## src/rtl/twb_pkg.sv

```systemverilog
// Package: shared constants and helpers for the two-wire byte bus master.
// Assumes a 3-bit register index and a 16-bit register word.
package twb_pkg;

    localparam int REG_W      = 16;
    localparam int FRAME_BITS = 19;   // addr(8) + par + dir + data(8) + par
    localparam int RX_BITS    = 9;    // data(8) + par on a read

    localparam logic [2:0] RA_CTRL  = 3'd0;
    localparam logic [2:0] RA_MODE  = 3'd1;
    localparam logic [2:0] RA_RADR  = 3'd2;
    localparam logic [2:0] RA_DATA  = 3'd3;
    localparam logic [2:0] RA_STAT  = 3'd4;
    localparam logic [2:0] RA_INTEN = 3'd5;
    localparam logic [2:0] RA_DIV   = 3'd6;

    // Status flag bit positions
    localparam int SF_LOADBUSY = 0;
    localparam int SF_ERR      = 1;
    localparam int SF_DONE     = 2;

    typedef enum logic [2:0] {
        PH_IDLE,
        PH_START,
        PH_LO,
        PH_HI,
        PH_STOP_LO,
        PH_STOP_HI,
        PH_STOP_END
    } phase_t;

    // Even parity bit over one byte
    function automatic logic even_par(input logic [7:0] b);
        return ^b;
    endfunction

endpackage

```

## src/rtl/twb_halftick.sv

```systemverilog
// Module: half-bit period timer.
// Counts module clocks while run is high and pulses tick on the last clock
// of each half period. Assumes div >= 1 (the register file clamps it).
module twb_halftick #(
    parameter int DIV_W = 16
) (
    input  logic             clk,
    input  logic             rst_n,
    input  logic             run,
    input  logic [DIV_W-1:0] div,
    output logic             tick
);

    logic [DIV_W-1:0] cnt;

    assign tick = run && (cnt == div - 1'b1);

    // Count clocks within a half period, restarting at each tick or when idle
    always_ff @(posedge clk) begin
        if (!rst_n) begin
            cnt <= '0;
        end else if (!run || tick) begin
            cnt <= '0;
        end else begin
            cnt <= cnt + 1'b1;
        end
    end

endmodule

```

## src/rtl/twb_frame.sv

```systemverilog
// Module: frame sequencer for one byte-data transaction.
// Captures the address, direction, write byte and divider on go, then
// sequences start, 19 bit slots, and stop. It samples the slave's bits at
// the end of each clock-high half. Assumes go is raised only while idle.
module twb_frame
    import twb_pkg::*;
#(
    parameter int DIV_W = 16
) (
    input  logic             clk,
    input  logic             rst_n,
    input  logic             go,
    input  logic [DIV_W-1:0] div,
    input  logic [7:0]       addr_byte,
    input  logic [7:0]       wr_byte,
    input  logic             rd_mode,
    input  logic             sda_i,
    output logic             scl_o,
    output logic             sda_o,
    output logic             sda_oe,
    output logic             busy,
    output logic             done,
    output logic             was_read,
    output logic [7:0]       rx_byte,
    output logic             rx_perr
);

    localparam logic [4:0] LAST_IDX = 5'(FRAME_BITS - 1);
    localparam logic [4:0] RX_FIRST = 5'(FRAME_BITS - RX_BITS);

    phase_t                  phase;
    logic [4:0]              idx;
    logic [FRAME_BITS-1:0]   tx;
    logic [RX_BITS-1:0]      rx_sh;
    logic [DIV_W-1:0]        div_l;
    logic                    rdl;
    logic                    tick;
    logic                    in_bit;
    logic                    rx_slot;

    twb_halftick #(.DIV_W(DIV_W)) u_tick (
        .clk  (clk),
        .rst_n(rst_n),
        .run  (phase != PH_IDLE),
        .div  (div_l),
        .tick (tick)
    );

    assign in_bit  = (phase == PH_LO) || (phase == PH_HI);
    assign rx_slot = rdl && (idx >= RX_FIRST);

    // Advance the frame phase and bit index, and shift in received bits
    always_ff @(posedge clk) begin
        if (!rst_n) begin
            phase <= PH_IDLE;
            idx   <= '0;
            tx    <= '0;
            rx_sh <= '0;
            div_l <= '0;
            rdl   <= 1'b0;
            done  <= 1'b0;
        end else begin
            done <= 1'b0;
            unique case (phase)
                PH_IDLE: begin
                    if (go) begin
                        phase <= PH_START;
                        idx   <= '0;
                        rdl   <= rd_mode;
                        div_l <= div;
                        tx    <= {addr_byte, even_par(addr_byte), rd_mode,
                                  wr_byte, even_par(wr_byte)};
                    end
                end
                PH_START: if (tick) phase <= PH_LO;
                PH_LO:    if (tick) phase <= PH_HI;
                PH_HI: begin
                    if (tick) begin
                        if (rx_slot) rx_sh <= {rx_sh[RX_BITS-2:0], sda_i};
                        if (idx == LAST_IDX) begin
                            phase <= PH_STOP_LO;
                        end else begin
                            idx   <= idx + 1'b1;
                            phase <= PH_LO;
                        end
                    end
                end
                PH_STOP_LO: if (tick) phase <= PH_STOP_HI;
                PH_STOP_HI: if (tick) phase <= PH_STOP_END;
                PH_STOP_END: begin
                    if (tick) begin
                        phase <= PH_IDLE;
                        done  <= 1'b1;
                    end
                end
                default: phase <= PH_IDLE;
            endcase
        end
    end

    // Derive the line levels from the registered phase and bit index
    always_comb begin
        scl_o  = 1'b1;
        sda_o  = 1'b1;
        sda_oe = 1'b1;
        unique case (phase)
            PH_IDLE:     begin scl_o = 1'b1; sda_o = 1'b1; end
            PH_START:    begin scl_o = 1'b1; sda_o = 1'b0; end
            PH_LO, PH_HI: begin
                scl_o = (phase == PH_HI);
                if (rx_slot) begin
                    sda_o  = 1'b1;
                    sda_oe = 1'b0;
                end else begin
                    sda_o = tx[LAST_IDX - idx];
                end
            end
            PH_STOP_LO:  begin scl_o = 1'b0; sda_o = 1'b0; end
            PH_STOP_HI:  begin scl_o = 1'b1; sda_o = 1'b0; end
            PH_STOP_END: begin scl_o = 1'b1; sda_o = 1'b1; end
            default:     begin scl_o = 1'b1; sda_o = 1'b1; end
        endcase
    end

    assign busy     = in_bit || (phase != PH_IDLE);
    assign was_read = rdl;
    assign rx_byte  = rx_sh[RX_BITS-1:1];
    assign rx_perr  = rdl && (rx_sh[0] != even_par(rx_sh[RX_BITS-1:1]));

endmodule

```

## src/rtl/twb_regs.sv

```systemverilog
// Module: software-visible register file.
// Holds control, mode, address, data, status, enable and divider state, and
// turns start-bit writes into a launch pulse or a load-while-busy flag.
// Assumes register writes are single-cycle strobes; reads are combinational.
module twb_regs
    import twb_pkg::*;
#(
    parameter int DIV_W   = 16,
    parameter int DIV_RST = 500,
    parameter int DIV_MIN = 9
) (
    input  logic             clk,
    input  logic             rst_n,
    input  logic             reg_we,
    input  logic [2:0]       reg_addr,
    input  logic [REG_W-1:0] reg_wdata,
    output logic [REG_W-1:0] reg_rdata,
    input  logic             busy,
    input  logic             done,
    input  logic             was_read,
    input  logic [7:0]       rx_byte,
    input  logic             rx_perr,
    output logic             go,
    output logic             gie,
    output logic             rd_mode,
    output logic [7:0]       addr_byte,
    output logic [7:0]       data_byte,
    output logic [DIV_W-1:0] div,
    output logic [2:0]       stat,
    output logic [2:0]       inten
);

    logic       ctrl_wr;
    logic       lb_set;
    logic [2:0] stat_set;
    logic [2:0] stat_clr;

    assign ctrl_wr = reg_we && (reg_addr == RA_CTRL);
    assign go      = ctrl_wr && reg_wdata[0] && !busy;
    assign lb_set  = ctrl_wr && reg_wdata[0] && busy;

    always_comb begin
        stat_set              = '0;
        stat_set[SF_LOADBUSY] = lb_set;
        stat_set[SF_ERR]      = done && rx_perr;
        stat_set[SF_DONE]     = done;
        stat_clr = (reg_we && (reg_addr == RA_STAT)) ? reg_wdata[2:0] : 3'b000;
    end

    // Update configuration registers from software writes
    always_ff @(posedge clk) begin
        if (!rst_n) begin
            gie       <= 1'b0;
            rd_mode   <= 1'b0;
            addr_byte <= '0;
            inten     <= '0;
            div       <= DIV_W'(DIV_RST);
        end else if (reg_we) begin
            unique case (reg_addr)
                RA_CTRL:  gie       <= reg_wdata[1];
                RA_MODE:  rd_mode   <= reg_wdata[0];
                RA_RADR:  addr_byte <= reg_wdata[7:0];
                RA_INTEN: inten     <= reg_wdata[2:0];
                RA_DIV:   div <= (reg_wdata[DIV_W-1:0] < DIV_W'(DIV_MIN)) ?
                                 DIV_W'(DIV_MIN) : reg_wdata[DIV_W-1:0];
                default:  ;
            endcase
        end
    end

    // Data register: received byte has priority over a software write
    always_ff @(posedge clk) begin
        if (!rst_n) begin
            data_byte <= '0;
        end else if (done && was_read) begin
            data_byte <= rx_byte;
        end else if (reg_we && (reg_addr == RA_DATA)) begin
            data_byte <= reg_wdata[7:0];
        end
    end

    // Sticky status flags: hardware set wins over write-one-to-clear
    always_ff @(posedge clk) begin
        if (!rst_n) begin
            stat <= '0;
        end else begin
            stat <= (stat & ~stat_clr) | stat_set;
        end
    end

    // Select the register word addressed by reg_addr
    always_comb begin
        reg_rdata = '0;
        unique case (reg_addr)
            RA_CTRL:  reg_rdata = REG_W'({gie, busy});
            RA_MODE:  reg_rdata = REG_W'(rd_mode);
            RA_RADR:  reg_rdata = REG_W'(addr_byte);
            RA_DATA:  reg_rdata = REG_W'(data_byte);
            RA_STAT:  reg_rdata = REG_W'(stat);
            RA_INTEN: reg_rdata = REG_W'(inten);
            RA_DIV:   reg_rdata = REG_W'(div);
            default:  reg_rdata = '0;
        endcase
    end

endmodule

```

## src/rtl/twb_master.sv

```systemverilog
// Module: top of the single-slave two-wire byte bus master.
// Joins the register file and the frame sequencer and forms the interrupt.
// Assumes sda_i reflects the pin, including the master's own drive.
module twb_master
    import twb_pkg::*;
#(
    parameter int CLK_HZ     = 100_000_000,
    parameter int BUS_HZ     = 100_000,
    parameter int MAX_BUS_HZ = 6_000_000,
    parameter int DIV_W      = 16
) (
    input  logic             clk,
    input  logic             rst_n,
    input  logic             reg_we,
    input  logic [2:0]       reg_addr,
    input  logic [REG_W-1:0] reg_wdata,
    output logic [REG_W-1:0] reg_rdata,
    output logic             scl_o,
    output logic             sda_o,
    output logic             sda_oe,
    input  logic             sda_i,
    output logic             irq
);

    localparam int DIV_RST = CLK_HZ / (2 * BUS_HZ);
    localparam int DIV_MIN = (CLK_HZ + 2 * MAX_BUS_HZ - 1) / (2 * MAX_BUS_HZ);

    logic             go;
    logic             gie;
    logic             rd_mode;
    logic [7:0]       addr_byte;
    logic [7:0]       data_byte;
    logic [DIV_W-1:0] div;
    logic [2:0]       stat;
    logic [2:0]       inten;
    logic             busy;
    logic             done;
    logic             was_read;
    logic [7:0]       rx_byte;
    logic             rx_perr;

    twb_regs #(
        .DIV_W  (DIV_W),
        .DIV_RST(DIV_RST),
        .DIV_MIN(DIV_MIN)
    ) u_regs (
        .clk      (clk),
        .rst_n    (rst_n),
        .reg_we   (reg_we),
        .reg_addr (reg_addr),
        .reg_wdata(reg_wdata),
        .reg_rdata(reg_rdata),
        .busy     (busy),
        .done     (done),
        .was_read (was_read),
        .rx_byte  (rx_byte),
        .rx_perr  (rx_perr),
        .go       (go),
        .gie      (gie),
        .rd_mode  (rd_mode),
        .addr_byte(addr_byte),
        .data_byte(data_byte),
        .div      (div),
        .stat     (stat),
        .inten    (inten)
    );

    twb_frame #(.DIV_W(DIV_W)) u_frame (
        .clk      (clk),
        .rst_n    (rst_n),
        .go       (go),
        .div      (div),
        .addr_byte(addr_byte),
        .wr_byte  (data_byte),
        .rd_mode  (rd_mode),
        .sda_i    (sda_i),
        .scl_o    (scl_o),
        .sda_o    (sda_o),
        .sda_oe   (sda_oe),
        .busy     (busy),
        .done     (done),
        .was_read (was_read),
        .rx_byte  (rx_byte),
        .rx_perr  (rx_perr)
    );

    assign irq = gie && (|(stat & inten));

endmodule

```

## config.mk

```make
export PLATFORM = sky130hd
export DESIGN_NAME = twb_master
export DESIGN_NICKNAME = d
export VERILOG_FILES = /design/src/rtl/twb_pkg.sv /design/src/rtl/twb_halftick.sv /design/src/rtl/twb_frame.sv /design/src/rtl/twb_regs.sv /design/src/rtl/twb_master.sv
export SDC_FILE = /design/constraint.sdc
export NUM_CORES = 1
export LEC_CHECK = 0
export CAP_MARGIN = 30
export CORE_ASPECT_RATIO = 1.25
export CORE_MARGIN = 4
export CORE_UTILIZATION = 25
export DETAILED_ROUTE_END_ITERATION = 8
export PLACE_DENSITY = 0.39
export SLEW_MARGIN = 20
export SYNTH_ARGS = -nofsm -noshare
export SYNTH_HDL_FRONTEND = slang
export SYNTH_HIERARCHICAL = 1
export SYNTH_SLANG_ARGS = --single-unit
```

## constraint.sdc

```tcl
create_clock -name clk -period 6.4 [get_ports clk]
set_input_delay 1.92 -clock clk [delete_from_list [all_inputs] [get_ports clk]]
set_output_delay 1.92 -clock clk [all_outputs]
set_load 0.01 [all_outputs]
```

==> impl_metrics.xml <==
<?xml version="1.0" encoding="UTF-8"?>
<metrics>
  <group name="timing">
    <metric name="finalHoldViolations" unit="">0</metric>
    <metric name="worst_pin_slew" unit="ns">0.705</metric>
    <metric name="max_freq" unit="MHz">168</metric>
    <metric name="final.min_clock_period" unit="ns">5.97</metric>
    <metric name="finalSetupViolations" unit="">0</metric>
    <metric name="setup-tns-final" unit="ns">0</metric>
    <metric name="timing_max_transition_violations_final" unit="">0</metric>
    <metric name="rsz0062_at_grt" unit="">false</metric>
    <metric name="post-route-period-util" unit="%">93.2</metric>
    <metric name="clock_skew" unit="ns">0.0134</metric>
    <metric name="slew_headroom" unit="%">52.8</metric>
  </group>
  <group name="detailed_routing">
    <metric name="post_route_wl" unit="um">16900</metric>
    <metric name="post_dr_wirelength_cell" unit="um">16.1</metric>
    <metric name="routed_via_density" unit="">4.68</metric>
    <metric name="drt.antenna.violating_nets" unit="">0</metric>
    <metric name="drc" unit="">0</metric>
    <metric name="num_vias" unit="">4901</metric>
    <metric name="drt_pass1_iterations" unit="">6</metric>
    <metric name="drt_first_iter_violations" unit="">273</metric>
  </group>
  <group name="clock_tree">
    <metric name="numCtsBuffers" unit="">9</metric>
    <metric name="cts_tree" unit="">done</metric>
    <metric name="cts_root_buf" unit="">sky130_fd_sc_hd__clkbuf_16</metric>
    <metric name="cts.repair.resized" unit="">0</metric>
    <metric name="cts_post_setup_buffers_inserted" unit="">0</metric>
    <metric name="clk_pin_slew_worst_paths" unit="ns">0.07</metric>
    <metric name="cts.htree.levels" unit="">3</metric>
    <metric name="clockBufferDepth" unit="">2</metric>
    <metric name="cts.sink_count" unit="">109</metric>
    <metric name="hold_buffers" unit="">0</metric>
    <metric name="clock_insertion_delay_worst_skew" unit="ns">0.36</metric>
  </group>
  <group name="synth">
    <metric name="cells_after_synth" unit="">713</metric>
    <metric name="yosys.cell_count.top_type" unit="">sky130_fd_sc_hd__nand2_1</metric>
    <metric name="synth_top_area_share" unit="%">35.7</metric>
    <metric name="synthesis.nets" unit="">741</metric>
    <metric name="synthesis.area_per_instance" unit="um2">8.58</metric>
    <metric name="netlist.top_cell.by_area" unit="">sky130_fd_sc_hd__dfxtp_1</metric>
    <metric name="count_of_different_cell_masters_after_synthesis" unit="">73</metric>
    <metric name="synth_async_sr_flop_share" unit="%">0</metric>
    <metric name="post_synth_instance_area" unit="um2">6110</metric>
    <metric name="synthTopCellsByCount" unit="">sky130_fd_sc_hd__nand2_1, sky130_fd_sc_hd__dfxtp_1, sky130_fd_sc_hd__nor2_1</metric>
    <metric name="synth-seq-cells" unit="">109</metric>
    <metric name="yosysSeqAreaShare" unit="%">35.7</metric>
    <metric name="yosys_most_used_dff" unit="">sky130_fd_sc_hd__dfxtp_1</metric>
    <metric name="number_of_enable_flip_flop_cells_after_synthesis" unit="">0</metric>
    <metric name="netlist_top_cells_area" unit="">sky130_fd_sc_hd__dfxtp_1, sky130_fd_sc_hd__nand2_1, sky130_fd_sc_hd__xnor2_1</metric>
    <metric name="synth.yosys.warnings" unit="">6</metric>
  </group>
  <group name="placed_design">
    <metric name="place_congestion" unit="">0.831</metric>
    <metric name="place_inst" unit="">1031</metric>
    <metric name="dpl_hpwl" unit="um">12500</metric>
    <metric name="io_buffers" unit="">42</metric>
  </group>
  <group name="global_route">
    <metric name="vias_in_the_first_global_route" unit="">4872</metric>
    <metric name="number_of_antenna_violations_at_the_first_check_in_global_routing" unit="">0</metric>
    <metric name="largest_net_degree_at_the_start_of_global_routing" unit="">60</metric>
    <metric name="grt_pass1_wl" unit="um">27000</metric>
    <metric name="grt.overflow.total" unit="">0</metric>
    <metric name="groute.usage.overall" unit="%">12.5</metric>
  </group>
  <group name="setup_path">
    <metric name="cp_data_required_time" unit="ns">4.48</metric>
    <metric name="worstSetupPathType" unit="">in -&gt; out</metric>
    <metric name="path_delay_family" unit="">buffers and inverters</metric>
    <metric name="cells_along_the_critical_path" unit="">clkdlybuf4s50_1, buf_4, nor2b_1, a221oi_1, a21oi_1, clkdlybuf4s50_1</metric>
    <metric name="cp_num_buf_inv" unit="">3</metric>
    <metric name="critPathMaxStageDelay" unit="ns">0.73</metric>
    <metric name="cp-end-kind" unit="">output port</metric>
    <metric name="cp-start-kind" unit="">input pin</metric>
    <metric name="top_cell_by_count_worst_path" unit="">sky130_fd_sc_hd__clkdlybuf4s50_1</metric>
    <metric name="timing.critical_path.fanout_max" unit="">12</metric>
    <metric name="timing.critical_path.arrival" unit="ns">4.05</metric>
    <metric name="cp_max_delay_cell" unit="">sky130_fd_sc_hd__clkdlybuf4s50_1</metric>
  </group>
  <group name="pwr">
    <metric name="vdd.ir_drop.worst" unit="mV">0.132</metric>
    <metric name="power_per_cell_area" unit="nW/um2">200</metric>
    <metric name="power.leakage" unit="nW">2.39</metric>
  </group>
  <group name="die">
    <metric name="die-area" unit="um2">27000</metric>
    <metric name="die_w" unit="um">148</metric>
    <metric name="fp.coreArea" unit="um2">23900</metric>
    <metric name="pin_count" unit="">43</metric>
    <metric name="std_cell_rows" unit="">63</metric>
    <metric name="die-height" unit="um">183</metric>
    <metric name="initial_core_util" unit="%">25.6</metric>
  </group>
  <group name="cells_and_area">
    <metric name="final_nets" unit="">745</metric>
    <metric name="drive_gt1_share" unit="%">7.48</metric>
    <metric name="final_cells" unit="">1047</metric>
    <metric name="fill_cells" unit="">2532</metric>
    <metric name="antenna_cells_inserted" unit="">0</metric>
    <metric name="area_growth_syn_to_layout" unit="%">14.5</metric>
  </group>
  <group name="run">
    <metric name="maxCapViolCount" unit="">0</metric>
  </group>
  <group name="min_path">
    <metric name="class_of_the_tightest_hold_or_removal_check" unit="">reg -&gt; reg</metric>
  </group>
  <group name="status">
    <metric name="outcome" unit="">finished, final reports clean</metric>
  </group>
</metrics>
==> sequential cells by signal, indices dropped and copies added (netlist names), 5 cells and up <==
register / flops
u_frame/rx_sh: 9
u_regs/div: 16
u_regs/data_byte: 8
u_frame/idx: 5
u_frame/div_l: 16
u_frame/u_tick/cnt: 16
u_frame/tx: 19
u_regs/addr_byte: 8
==> layer usage <==
layer | routed length, um | GRT usage, %
met3 | 427 | 2.10
met5 | 0 | 0
met4 | 348 | 4.03
met2 | 8370 | 21.7
met1 | 7720 | 15.9
==> worst min-delay path: stages, from the launching register on <==
cell,delay (ns)
sky130_fd_sc_hd__dfxtp_1,0.31
sky130_fd_sc_hd__nand2_1,0.04
sky130_fd_sc_hd__a21boi_0,0.06
==> through the flow <==
| step | cell area [um2] | setup slack [ns] | hold WS [ns] | util, % | power (mW) |
|---|---|---|---|---|---|
| final | 7000 | 0.433 | 0.462 | 29.3 | 1.40 |
| after global routing | 7000 | 0.291 | 0.488 | 29.3 | 1.45 |
| after CTS | 7000 | 0.429 | 0.467 | 29.3 | 1.42 |
| after detailed placement | 6700 | 0.443 | 0.457 | 28.0 | 0.822 |
| after global placement | 6700 | 0.470 | 0.451 | 28.0 | 0.821 |
| after floorplan | 6110 | 1.60 | 0.439 | - | 0.776 |
==> logic make-up (layout without fill, tap and decap cells) <==
logic type / Yosys count / in the layout / synth area share, %
and+or+nand+nor: 296 / 296 / 24.4
adders and majority gates: 5 / 5 / 1.02
AOI/OAI and AO/OA: 128 / 128 / 16.1
DFF: 109 / 109 / 35.7
buffers and inverters: 75 / 84 / 6.22
xor gates and xnor gates: 56 / 56 / 8.02
muxes: 44 / 44 / 8.51
==> power breakdown <==
group	internal, mW	total [mW]	switching [mW]
clock	0.312	0.593	0.281
sequential	0.685	0.697	0.0117
combinational	0.0503	0.107	0.0567
total	1.05	1.40	0.349
==> worst paths after layout <==
check / start / end / slack, ns / cells after the start
worst max-delay path: reg_addr[2] / reg_rdata[2] / 0.43 / 6
worst min-delay path: u_frame/tx[12] / u_frame/tx[12] / 0.46 / 2
worst max register to register: u_frame/div_l[0] / u_frame/rx_sh[5] / 2.29 / 11
worst min register to register: u_frame/tx[12] / u_frame/tx[12] / 0.46 / 2
==> cells in the final DEF, fill, tap and decap left out, types with 4 or more instances in the layout <==
master                            instances
sky130_fd_sc_hd__a21boi_0                33
sky130_fd_sc_hd__a21oi_1                 20
sky130_fd_sc_hd__a22oi_1                  5
sky130_fd_sc_hd__a311oi_2                 8
sky130_fd_sc_hd__and2_1                  16
sky130_fd_sc_hd__and3b_1                  4
sky130_fd_sc_hd__buf_4                    7
sky130_fd_sc_hd__clkbuf_16                9
sky130_fd_sc_hd__clkdlybuf4s50_1         41
sky130_fd_sc_hd__dfxtp_1                109
sky130_fd_sc_hd__ha_1                     5
sky130_fd_sc_hd__inv_1                   19
sky130_fd_sc_hd__mux2_2                   5
sky130_fd_sc_hd__mux2i_1                 34
sky130_fd_sc_hd__nand2_1                125
sky130_fd_sc_hd__nand2b_1                 4
sky130_fd_sc_hd__nand3_1                 14
sky130_fd_sc_hd__nand4_1                  6
sky130_fd_sc_hd__nand4b_1                 5
sky130_fd_sc_hd__nor2_1                  47
sky130_fd_sc_hd__nor2b_1                 18
sky130_fd_sc_hd__nor3_1                  16
sky130_fd_sc_hd__nor4_1                   9
sky130_fd_sc_hd__o211ai_1                 5
sky130_fd_sc_hd__o21a_1                   4
sky130_fd_sc_hd__o21ai_0                 14
sky130_fd_sc_hd__o2bb2ai_1                7
sky130_fd_sc_hd__xnor2_1                 42
sky130_fd_sc_hd__xor2_1                  14
==> final cells by class <==
cell class	count	area [um2]	share of cell area (%)
Timing Repair Buffer	49	468	6.68
Tap cell	325	407	5.81
Inverter	19	71.3	1.02
Clock inverter	6	76.3	1.09
Sequential cell	109	2180	31.2
Multi-Input combinational cell	529	3570	51.0
Clock buffer	10	229	3.27
(Power assumes the default switching activity.)
